## config.mk

```make
export PLATFORM = sky130hd
export DESIGN_NAME = secded_decoder
export DESIGN_NICKNAME = d
export VERILOG_FILES = /design/src/rtl/secded_pkg.sv /design/src/rtl/secded_syndrome.sv /design/src/rtl/secded_locator.sv /design/src/rtl/secded_classify.sv /design/src/rtl/secded_decoder.sv
export SDC_FILE = /design/constraint.sdc
export NUM_CORES = 1
export LEC_CHECK = 0
export BUFFER_PORTS_ARGS = -buffer_cell sky130_fd_sc_hd__buf_2
export CAP_MARGIN = 20
export CORE_MARGIN = 4
export CORE_UTILIZATION = 50
export DETAILED_ROUTE_END_ITERATION = 10
export GPL_TIMING_DRIVEN = 0
export PLACE_DENSITY = 0.78
export SETUP_SLACK_MARGIN = 0.5
export SYNTH_ARGS = -nofsm -noshare
export SYNTH_HDL_FRONTEND = slang
export SYNTH_SLANG_ARGS = --single-unit
```

## constraint.sdc

```tcl
create_clock -name clk -period 3.6 [get_ports clk]
set_input_delay 0.72 -clock clk [delete_from_list [all_inputs] [get_ports clk]]
set_output_delay 0.72 -clock clk [all_outputs]
set_load 0.02 [all_outputs]
```

## src/rtl/secded_pkg.sv

```systemverilog
// Shared constants and the elaboration-time matrix builder for the
// odd-weight-column SEC-DED decoder. Assumes M <= 8 and N <= 128.
package secded_pkg;

    localparam int MAXM = 8;
    localparam int MAXN = 128;
    localparam int HW   = MAXM * MAXN;

    // Column j of the matrix lives at bits [j*MAXM +: MAXM].
    typedef logic [HW-1:0] hflat_t;

    // Population count of a small integer.
    function automatic int pop_count(input int v);
        int c;
        c = 0;
        for (int b = 0; b < 16; b++) begin
            if (v[b]) c++;
        end
        return c;
    endfunction

    // Builds [I_m | P']: identity first, then odd-weight columns, lightest
    // weight first, each pick favouring the least-loaded rows.
    function automatic hflat_t build_h(input int m, input int n);
        hflat_t          h;
        logic [255:0]    used;
        int              load [MAXM];
        int              best;
        int              bw;
        int              bc;
        int              w;
        int              c;
        logic [MAXM-1:0] cv;
        h    = '0;
        used = '0;
        for (int r = 0; r < MAXM; r++) load[r] = 0;
        for (int j = 0; j < m; j++) begin
            h[j*MAXM + j] = 1'b1;
            load[j]       = 1;
        end
        for (int j = m; j < n; j++) begin
            best = 0;
            bw   = MAXM + 1;
            bc   = 1 << 30;
            for (int v = 1; v < (1 << m); v++) begin
                w = pop_count(v);
                if ((w % 2 == 1) && (w >= 3) && !used[v]) begin
                    c = 0;
                    for (int r = 0; r < m; r++) begin
                        if (v[r]) c += load[r];
                    end
                    if ((w < bw) || ((w == bw) && (c < bc))) begin
                        best = v;
                        bw   = w;
                        bc   = c;
                    end
                end
            end
            used[best] = 1'b1;
            cv = MAXM'(best);
            for (int r = 0; r < MAXM; r++) begin
                if (cv[r]) load[r]++;
            end
            h[j*MAXM +: MAXM] = cv;
        end
        return h;
    endfunction

endpackage

```

## src/rtl/secded_syndrome.sv

```systemverilog
// Syndrome generator: one XOR tree per matrix row over the received word.
// Assumes HMAT holds a valid matrix of N columns, each M rows tall.
module secded_syndrome
    import secded_pkg::*;
#(
    parameter int     N    = 40,
    parameter int     M    = 7,
    parameter hflat_t HMAT = '0
) (
    input  logic [N-1:0] word,
    output logic [M-1:0] syn
);

    // Row r selects the word bits whose column has a one in row r.
    function automatic logic [N-1:0] row_mask(input int r);
        logic [N-1:0] mk;
        for (int j = 0; j < N; j++) mk[j] = HMAT[j*MAXM + r];
        return mk;
    endfunction

    for (genvar r = 0; r < M; r++) begin : g_row
        localparam logic [N-1:0] MASK = row_mask(r);
        // Parity of the masked word forms syndrome bit r.
        assign syn[r] = ^(word & MASK);
    end

endmodule

```

## src/rtl/secded_locator.sv

```systemverilog
// Column matcher: compares the syndrome to every column in parallel and
// reports which data bit to flip. At most one column can match, since all
// columns are distinct.
module secded_locator
    import secded_pkg::*;
#(
    parameter int     N    = 40,
    parameter int     M    = 7,
    parameter hflat_t HMAT = '0
) (
    input  logic [M-1:0]   syn,
    output logic [N-M-1:0] flip_data,
    output logic           any_hit
);

    logic [N-1:0] hit;

    for (genvar j = 0; j < N; j++) begin : g_col
        localparam logic [M-1:0] COL = HMAT[j*MAXM +: M];
        // Equality comparator for column j.
        assign hit[j] = (syn == COL);
    end

    // Only data-column hits change the data; check-bit hits just count as hits.
    assign flip_data = hit[N-1:M];
    assign any_hit   = |hit;

endmodule

```

## src/rtl/secded_classify.sv

```systemverilog
// Decision logic: zero syndrome -> clean; odd weight with a column hit ->
// correct; anything else nonzero -> retransmit.
module secded_classify #(
    parameter int M = 7
) (
    input  logic [M-1:0] syn,
    input  logic         any_hit,
    output logic         is_clean,
    output logic         do_fix,
    output logic         do_retry
);

    logic odd_weight;

    // Weight parity of the syndrome separates one error from two.
    assign odd_weight = ^syn;
    assign is_clean   = ~|syn;
    assign do_fix     = odd_weight & any_hit;
    assign do_retry   = ~is_clean & ~do_fix;

endmodule

```

## src/rtl/secded_decoder.sv

```systemverilog
// Top level: single registered stage that decodes one word per cycle.
// Assumes in_valid is low during reset and inputs are known when sampled.
module secded_decoder
    import secded_pkg::*;
#(
    parameter int N_BITS = 40,
    parameter int K_BITS = 33
) (
    input  logic              clk,
    input  logic              rst_n,
    input  logic              in_valid,
    input  logic [N_BITS-1:0] in_word,
    output logic              out_valid,
    output logic [K_BITS-1:0] out_data,
    output logic              out_clean,
    output logic              out_fixed,
    output logic              out_retry
);

    localparam int     M_BITS = N_BITS - K_BITS;
    localparam hflat_t HMAT   = build_h(M_BITS, N_BITS);

    logic [M_BITS-1:0] syn;
    logic [K_BITS-1:0] flip_data;
    logic [K_BITS-1:0] raw_data;
    logic              any_hit;
    logic              is_clean;
    logic              do_fix;
    logic              do_retry;

    assign raw_data = in_word[N_BITS-1:M_BITS];

    secded_syndrome #(.N(N_BITS), .M(M_BITS), .HMAT(HMAT)) i_syn (
        .word (in_word),
        .syn  (syn)
    );

    secded_locator #(.N(N_BITS), .M(M_BITS), .HMAT(HMAT)) i_loc (
        .syn       (syn),
        .flip_data (flip_data),
        .any_hit   (any_hit)
    );

    secded_classify #(.M(M_BITS)) i_cls (
        .syn      (syn),
        .any_hit  (any_hit),
        .is_clean (is_clean),
        .do_fix   (do_fix),
        .do_retry (do_retry)
    );

    // Output register: captures the decision and data for each valid word.
    always_ff @(posedge clk) begin
        if (!rst_n) begin
            out_valid <= 1'b0;
            out_data  <= '0;
            out_clean <= 1'b0;
            out_fixed <= 1'b0;
            out_retry <= 1'b0;
        end else begin
            out_valid <= in_valid;
            out_clean <= in_valid & is_clean;
            out_fixed <= in_valid & do_fix;
            out_retry <= in_valid & do_retry;
            if (in_valid) begin
                out_data <= do_fix ? (raw_data ^ flip_data) : raw_data;
            end
        end
    end


    valid_follow_chk: assert property (@(posedge clk) disable iff (!rst_n)
        in_valid |=> out_valid);

    idle_follow_chk: assert property (@(posedge clk) disable iff (!rst_n)
        !in_valid |=> !out_valid);

    one_flag_chk: assert property (@(posedge clk) disable iff (!rst_n)
        out_valid |-> ($countones({out_clean, out_fixed, out_retry}) == 1));

    no_flag_idle_chk: assert property (@(posedge clk) disable iff (!rst_n)
        !out_valid |-> !(out_clean | out_fixed | out_retry));

    clean_pass_chk: assert property (@(posedge clk) disable iff (!rst_n)
        (in_valid && syn == '0) |=> (out_clean && out_data == $past(raw_data)));

    even_retry_chk: assert property (@(posedge clk) disable iff (!rst_n)
        (in_valid && syn != '0 && !(^syn)) |=> (out_retry && out_data == $past(raw_data)));

    fix_one_bit_chk: assert property (@(posedge clk) disable iff (!rst_n)
        (in_valid && do_fix) |=> ($countones(out_data ^ $past(raw_data)) <= 1));

    no_data_hit_chk: assert property (@(posedge clk) disable iff (!rst_n)
        (in_valid && flip_data == '0) |=> (out_data == $past(raw_data)));

    single_match_chk: assert property (@(posedge clk) disable iff (!rst_n)
        in_valid |-> $onehot0(flip_data));

endmodule

```

---- Word level (Yosys, flattened, before mapping) ----
Index checks and enable logic that the tools add are counted.
Widths: inputs -> output; s select.
storage, ports and cells
  input bits .............................. 43
  register bits after elaboration ......... 37
  word-level logic and storage cells ...... 64
  output and inout port bits .............. 37
cells by class
  muxes and demuxes ....................... 1
  reductions and logical operators ........ 11
  bitwise operators ....................... 7
  eq/ne operators ......................... 40
operators with widths
  kind                number
  $reduce_xor 40->1   7
  $eq 7x7->1 const B  15
  $eq 7x6->1 const B  10
  $eq 7x5->1 const B  7
  $reduce_or 40->1    1
  $mux 33             1
  $xor 33x33->33      1
  $eq 7x4->1 const B  4
  $eq 7x3->1 const B  2
  $eq 7x1->1 const B  1
  $eq 7x2->1 const B  1
  $reduce_or 7->1     1
  $reduce_xor 7->1    1
  $and 1x1->1         5
  $logic_not 1->1     1
  $not 1->1           1

---- Longest topological paths before layout ----
  word-level depth ........................ 7
  depth in mapped cells ................... 14
  depth with buffers taken out ............ 12

---- Modules after synthesis ----
Synthesis repeated with hierarchy kept, for this count alone.
second synthesis, totals
  cell total of the unflattened synthesis .. 376
  area total of the unflattened synthesis .. 3415.8 um2
by module, submodules not included
  module           area each (um2)  cells each  times used  seq. area each (um2)
  secded_decoder   1794.2           191         1           740.7
  secded_syndrome  822.0            58          1           0.0
  secded_locator   690.7            112         1           0.0
  secded_classify  108.9            15          1           0.0

---- Worst setup path after synthesis ----
No wires, ideal clock.
  path type ............................... in2reg
  start ................................... input in_word[37]
  end ..................................... register out_fixed
  buffers on the path ..................... 2
  setup slack ............................. 0.021 ns
  stages .................................. 14
  setup time .............................. 0.115 ns
  data required time ...................... 3.485 ns
  arrival ................................. 3.463 ns
  cell sequence ........................... clkbuf_2 xnor2_1 xnor3_1 xor2_1 xnor2_1 inv_1 ha_1 buf_1 or3_1 o31ai_1 o32ai_1 a2111oi_0 o2111ai_1 and3_1
on the way
  cells in the longest elaborated chain, start to end .. 5
  elaborated cells on any way between the ends .. 47
  classes of those cells .................. 40 x eq/ne; 2 x bitwise; 5 x reduce/logical
ends and longest elaborated chain
  what                                      line                   RTL
  start, declared                           secded_decoder.sv:12   input logic [N_BITS-1:0] in_word,
  $reduce_xor 40->1                         secded_syndrome.sv:24  assign syn[r] = ^(word & MASK);
  $eq 7x3->1, or another cell as far along  secded_locator.sv:21   assign hit[j] = (syn == COL);
  $reduce_or 40->1                          secded_locator.sv:26   assign any_hit = |hit;
  $and 1x1->1 (*)                           secded_classify.sv:18  assign do_fix = odd_weight & any_hit;
  $and 1x1->1 (*)                           secded_decoder.sv:63   out_fixed <= in_valid & do_fix;
  end signal, assigned                      secded_decoder.sv:63
  end, declared                             secded_decoder.sv:16   output logic out_fixed,
Every way passes the cells marked *; elsewhere a longest branch is shown, timed or not.
A chain may end at the register's enable or synchronous reset.

---- Worst setup path after layout ----
Ends and elaborated chain as after synthesis.

==> reports/summary.log <==
qor: status.result_of_the_run completed
qor: drt.viasPerCell 6.15
qor: setup_path.worstSetupStartpoint in_word[37]
qor: synthesis.synth_fp_nets 420
qor: die.rows 29
qor: timing.final.min_clock_period 3.42 ns
qor: timing.finalHoldWorstSlack 0.486 ns
qor: drt.drt_iter0_markers 228
qor: synthesis.ys.flop_type sky130_fd_sc_hd__dfxtp_1
qor: die.dieArea 8230 um2
qor: timing.timing.final.hold_violations 0
qor: drt.route.final.wire_length 12.4 mm
qor: timing.worstMarginPinSlew 0.965 ns
qor: timing.drv_slew 0
qor: setup_path.critical_path_peak_fanout 3
qor: timing.timing.final.crit_share 0.949
qor: synthesis.synth.yosys.warnings 0
qor: die.design.portCount 80
qor: global_routing.groute.layer.met1.usage 0.350
qor: die.fp.dieH 90.7 um
qor: setup_path.ff2ff_path_depth 2
qor: synthesis.synthDistinctLibCells 55
qor: drt.drt_first_pass_iters 5
qor: power_and_ir_drop.max-vdd-ir-drop 0.00119 V
qor: die.start_util 0.526
qor: drt.drc_errors 0
qor: clock_network.path_clk_slew 0.08 ns
qor: timing.grt_setup_unrepaired true
qor: clock_network.clock_insertion_delay_worst_skew 0.29 ns
qor: clock_network.cts_sinks 37
qor: drt.detail-route-antenna-nets 0
qor: setup_path.worst_ep_required_time 3.78 ns
qor: synthesis.ys_seq_elements 37
qor: setup_path.worst-setup-path-type in2reg
qor: power_and_ir_drop.design_power_total 5820 uW
qor: global_routing.gr-usage-all-layers 0.268
qor: global_routing.grt_max_degree 13
qor: synthesis.synthCells 375
qor: cells_and_area.design.final.nets 535
qor: cells_and_area.drive_above_1_share 0.493
qor: synthesis.async_s_r_ff_share_synth 0
qor: global_routing.globalRouteOverflowTotal 0
qor: drt.wl_per_cell 21.8 um
qor: power_and_ir_drop.powerDensity 1150 nW/um2
qor: die.coreArea 6490 um2
qor: timing.report.final.setup_viol 0
qor: synthesis.synth_edf_count 0
qor: clock_network.cts_buffers 5
qor: cells_and_area.layout.cells.most_common sky130_fd_sc_hd__buf_2
qor: placed_design.post_place_instance_area 4060 um2
qor: placed_design.buffer_ports.inserted 77
qor: timing.fin_skew 0 ns
qor: setup_path.regToRegSetupSlack 2.88 ns
qor: drt.route.vias.total 3492
qor: placed_design.detailed_place_hpwl 8.66 mm
qor: setup_path.cp-end-kind flop
qor: setup_path.worst_r2r_startpoint out_data[1]
qor: die.die_x 90.7 um
qor: clock_network.cts_tree yes
qor: cells_and_area.post_route_cell_area 5060 um2
qor: power_and_ir_drop.leak_pwr 0.00205 uW
qor: synthesis.synth.yosys.seq_area_share 0.217
qor: synthesis.syn_avg_cell_area 9.12 um2
qor: cells_and_area.synthToLayoutAreaGrowth 48.0%
qor: clock_network.cts.hold.buffers_added 0
qor: flow_run.timing.max_cap.violations 0
qor: global_routing.grt.busiest_layer met2
qor: setup_path.setup.worst_path.start_class input port
qor: synthesis.netlist_area 3420 um2
qor: global_routing.grt_pass1_vias 3266
qor: global_routing.number_of_antenna_violations_at_the_first_check_in_global_routing 0
qor: cells_and_area.final_cell_mix 72 x sky130_fd_sc_hd__buf_2, 56 x sky130_fd_sc_hd__xnor2_1, 40 x sky130_fd_sc_hd__nor2_1, 37 x sky130_fd_sc_hd__dfxtp_1, 27 x sky130_fd_sc_hd__xnor2_2
qor: worst_hold_path.timing.hold.worst.class reg2reg
qor: clock_network.htreeDepth 2
qor: clock_network.clockRootBuffer sky130_fd_sc_hd__clkbuf_8
qor: global_routing.met3_usage 0.0308
qor: timing.max_slew_margin 0.354
qor: global_routing.grt_util_met2 0.461
qor: timing.maxClockFrequency 293 MHz
qor: cells_and_area.final_core_occ 0.779
qor: cells_and_area.antenna_cells_inserted 0
qor: setup_path.crit-reg2reg-capture out_data[1]
qor: clock_network.clk_path_buf_depth 2
qor: setup_path.crit_path_end out_fixed
qor: setup_path.critPathArrivalTime 3.60 ns
qor: global_routing.grt_pass1_wl 17.5 mm
qor: placed_design.finalWeightedCongestion 0.931
==> where the power goes <==
group	switching [uW]	leakage, uW	internal [uW]
Sequential	16.6	0.000307	447
Combinational	2870	0.00168	2060
Clock	155	0.0000681	275
==> repair_timing <==
| action | 4_1_cts | 5_1_grt |
|---|---|---|
| gates resized for setup | 38 | 84 |
| endpoints found under the hold margin | 0 | 0 |
| buffers inserted | 18 | 12 |
| pin swaps | 34 | 50 |
| cloned | 1 | 0 |
| endpoints found under the setup margin | 35 | 35 |
==> area by class of cell <==
| class | instances | area, um2 |
|---|---|---|
| buffer | 21 | 199 |
| tap | 77 | 96.3 |
| clock buffer | 5 | 68.8 |
| inverter | 5 | 18.8 |
| multi-input combinational | 312 | 3190 |
| fill | 408 | 1430 |
| clock inverter | 3 | 65.1 |
| sequential | 37 | 741 |
| timing repair buffer | 108 | 678 |
==> cells in the mapped netlist, drive strengths merged (2+ instances only) <==
library cell   n  area (um2)
xnor2         87         830
nor2          51         191
dfxtp         37         741
a211oi        34         255
xnor3         16         370
nand2         15        56.3
nor3          15        75.1
clkbuf        14        97.6
nor4          14         119
o21ai         14        70.1
xor2           8        77.6
or3            7        43.8
nand3          6        30.0
a21oi          5        25.0
inv            5        18.8
and3           4        27.5
buf            4        25.0
o211ai         4        30.0
o32ai          4        35.0
a311oi         3        26.3
dlygate4sd3    3        30.0
nand2b         3        26.3
a21o           2        15.0
ha             2        25.0
nor4b          2        23.8
o221a          2        22.5
o31ai          2        15.0
==> registers in the layout (all words and copies together), names as in the netlist <==
| register | flops |
|---|---|
| out_data | 33 |
| out_retry | 1 |
| out_clean | 1 |
| out_valid | 1 |
| out_fixed | 1 |
==> worst max-delay path, stage by stage <==
cell,delay [ns]
sky130_fd_sc_hd__buf_12,0.11
sky130_fd_sc_hd__xnor2_2,0.13
sky130_fd_sc_hd__xnor3_2,0.50
sky130_fd_sc_hd__xor2_4,0.19
sky130_fd_sc_hd__xnor2_2,0.28
sky130_fd_sc_hd__inv_1,0.08
sky130_fd_sc_hd__ha_2,0.19
sky130_fd_sc_hd__buf_6,0.11
sky130_fd_sc_hd__or3_1,0.38
sky130_fd_sc_hd__o31ai_2,0.08
sky130_fd_sc_hd__o32ai_2,0.12
sky130_fd_sc_hd__a2111oi_2,0.26
sky130_fd_sc_hd__o2111ai_2,0.22
sky130_fd_sc_hd__and3_1,0.23
==> metrics by stage <==
step	TNS (ns)	instances	setup slack, ns
3_5_place_dp	-3.47	529	-0.328
5_1_grt	0	568	0.0863
3_3_place_gp	-2.72	529	-0.319
4_1_cts	0	556	0.0894
2_1_floorplan	0	375	0.254
6_report	0	568	0.182
==> routing by layer <==
layer  vias to the layer above  routed length (um)
met5                         -                   0
met4                         0                 379
met3                        39                 907
met2                       188                6230
met1                      1694                4890
li1                       1571                   -
==> worst min-delay path by stage <==
stage / start / end / depth (start not counted)
floorplan: out_data[24] / out_data[24] / 2
CTS: out_data[9] / out_data[9] / 2
detailed placement: out_data[9] / out_data[9] / 2
global placement: out_data[9] / out_data[9] / 2
finish: out_data[23] / out_data[23] / 2
global route: out_data[5] / out_data[5] / 2
==> cells by family (layout without fill, tap and decap cells) <==
family | count (synthesis) | in the layout | share of synthesized area
adder cells (fa/ha/maj) | 2 | 2 | 0.00732
AND/OR/NAND/NOR | 118 | 118 | 0.175
AO/OA/AOI/OAI | 79 | 79 | 0.167
flip-flops | 37 | 37 | 0.217
XOR/XNOR | 112 | 112 | 0.381
multiplexers | 1 | 1 | 0.00329
buffers and inverters | 26 | 142 | 0.0501
No activity file was read; power rests on OpenSTA's default activity.
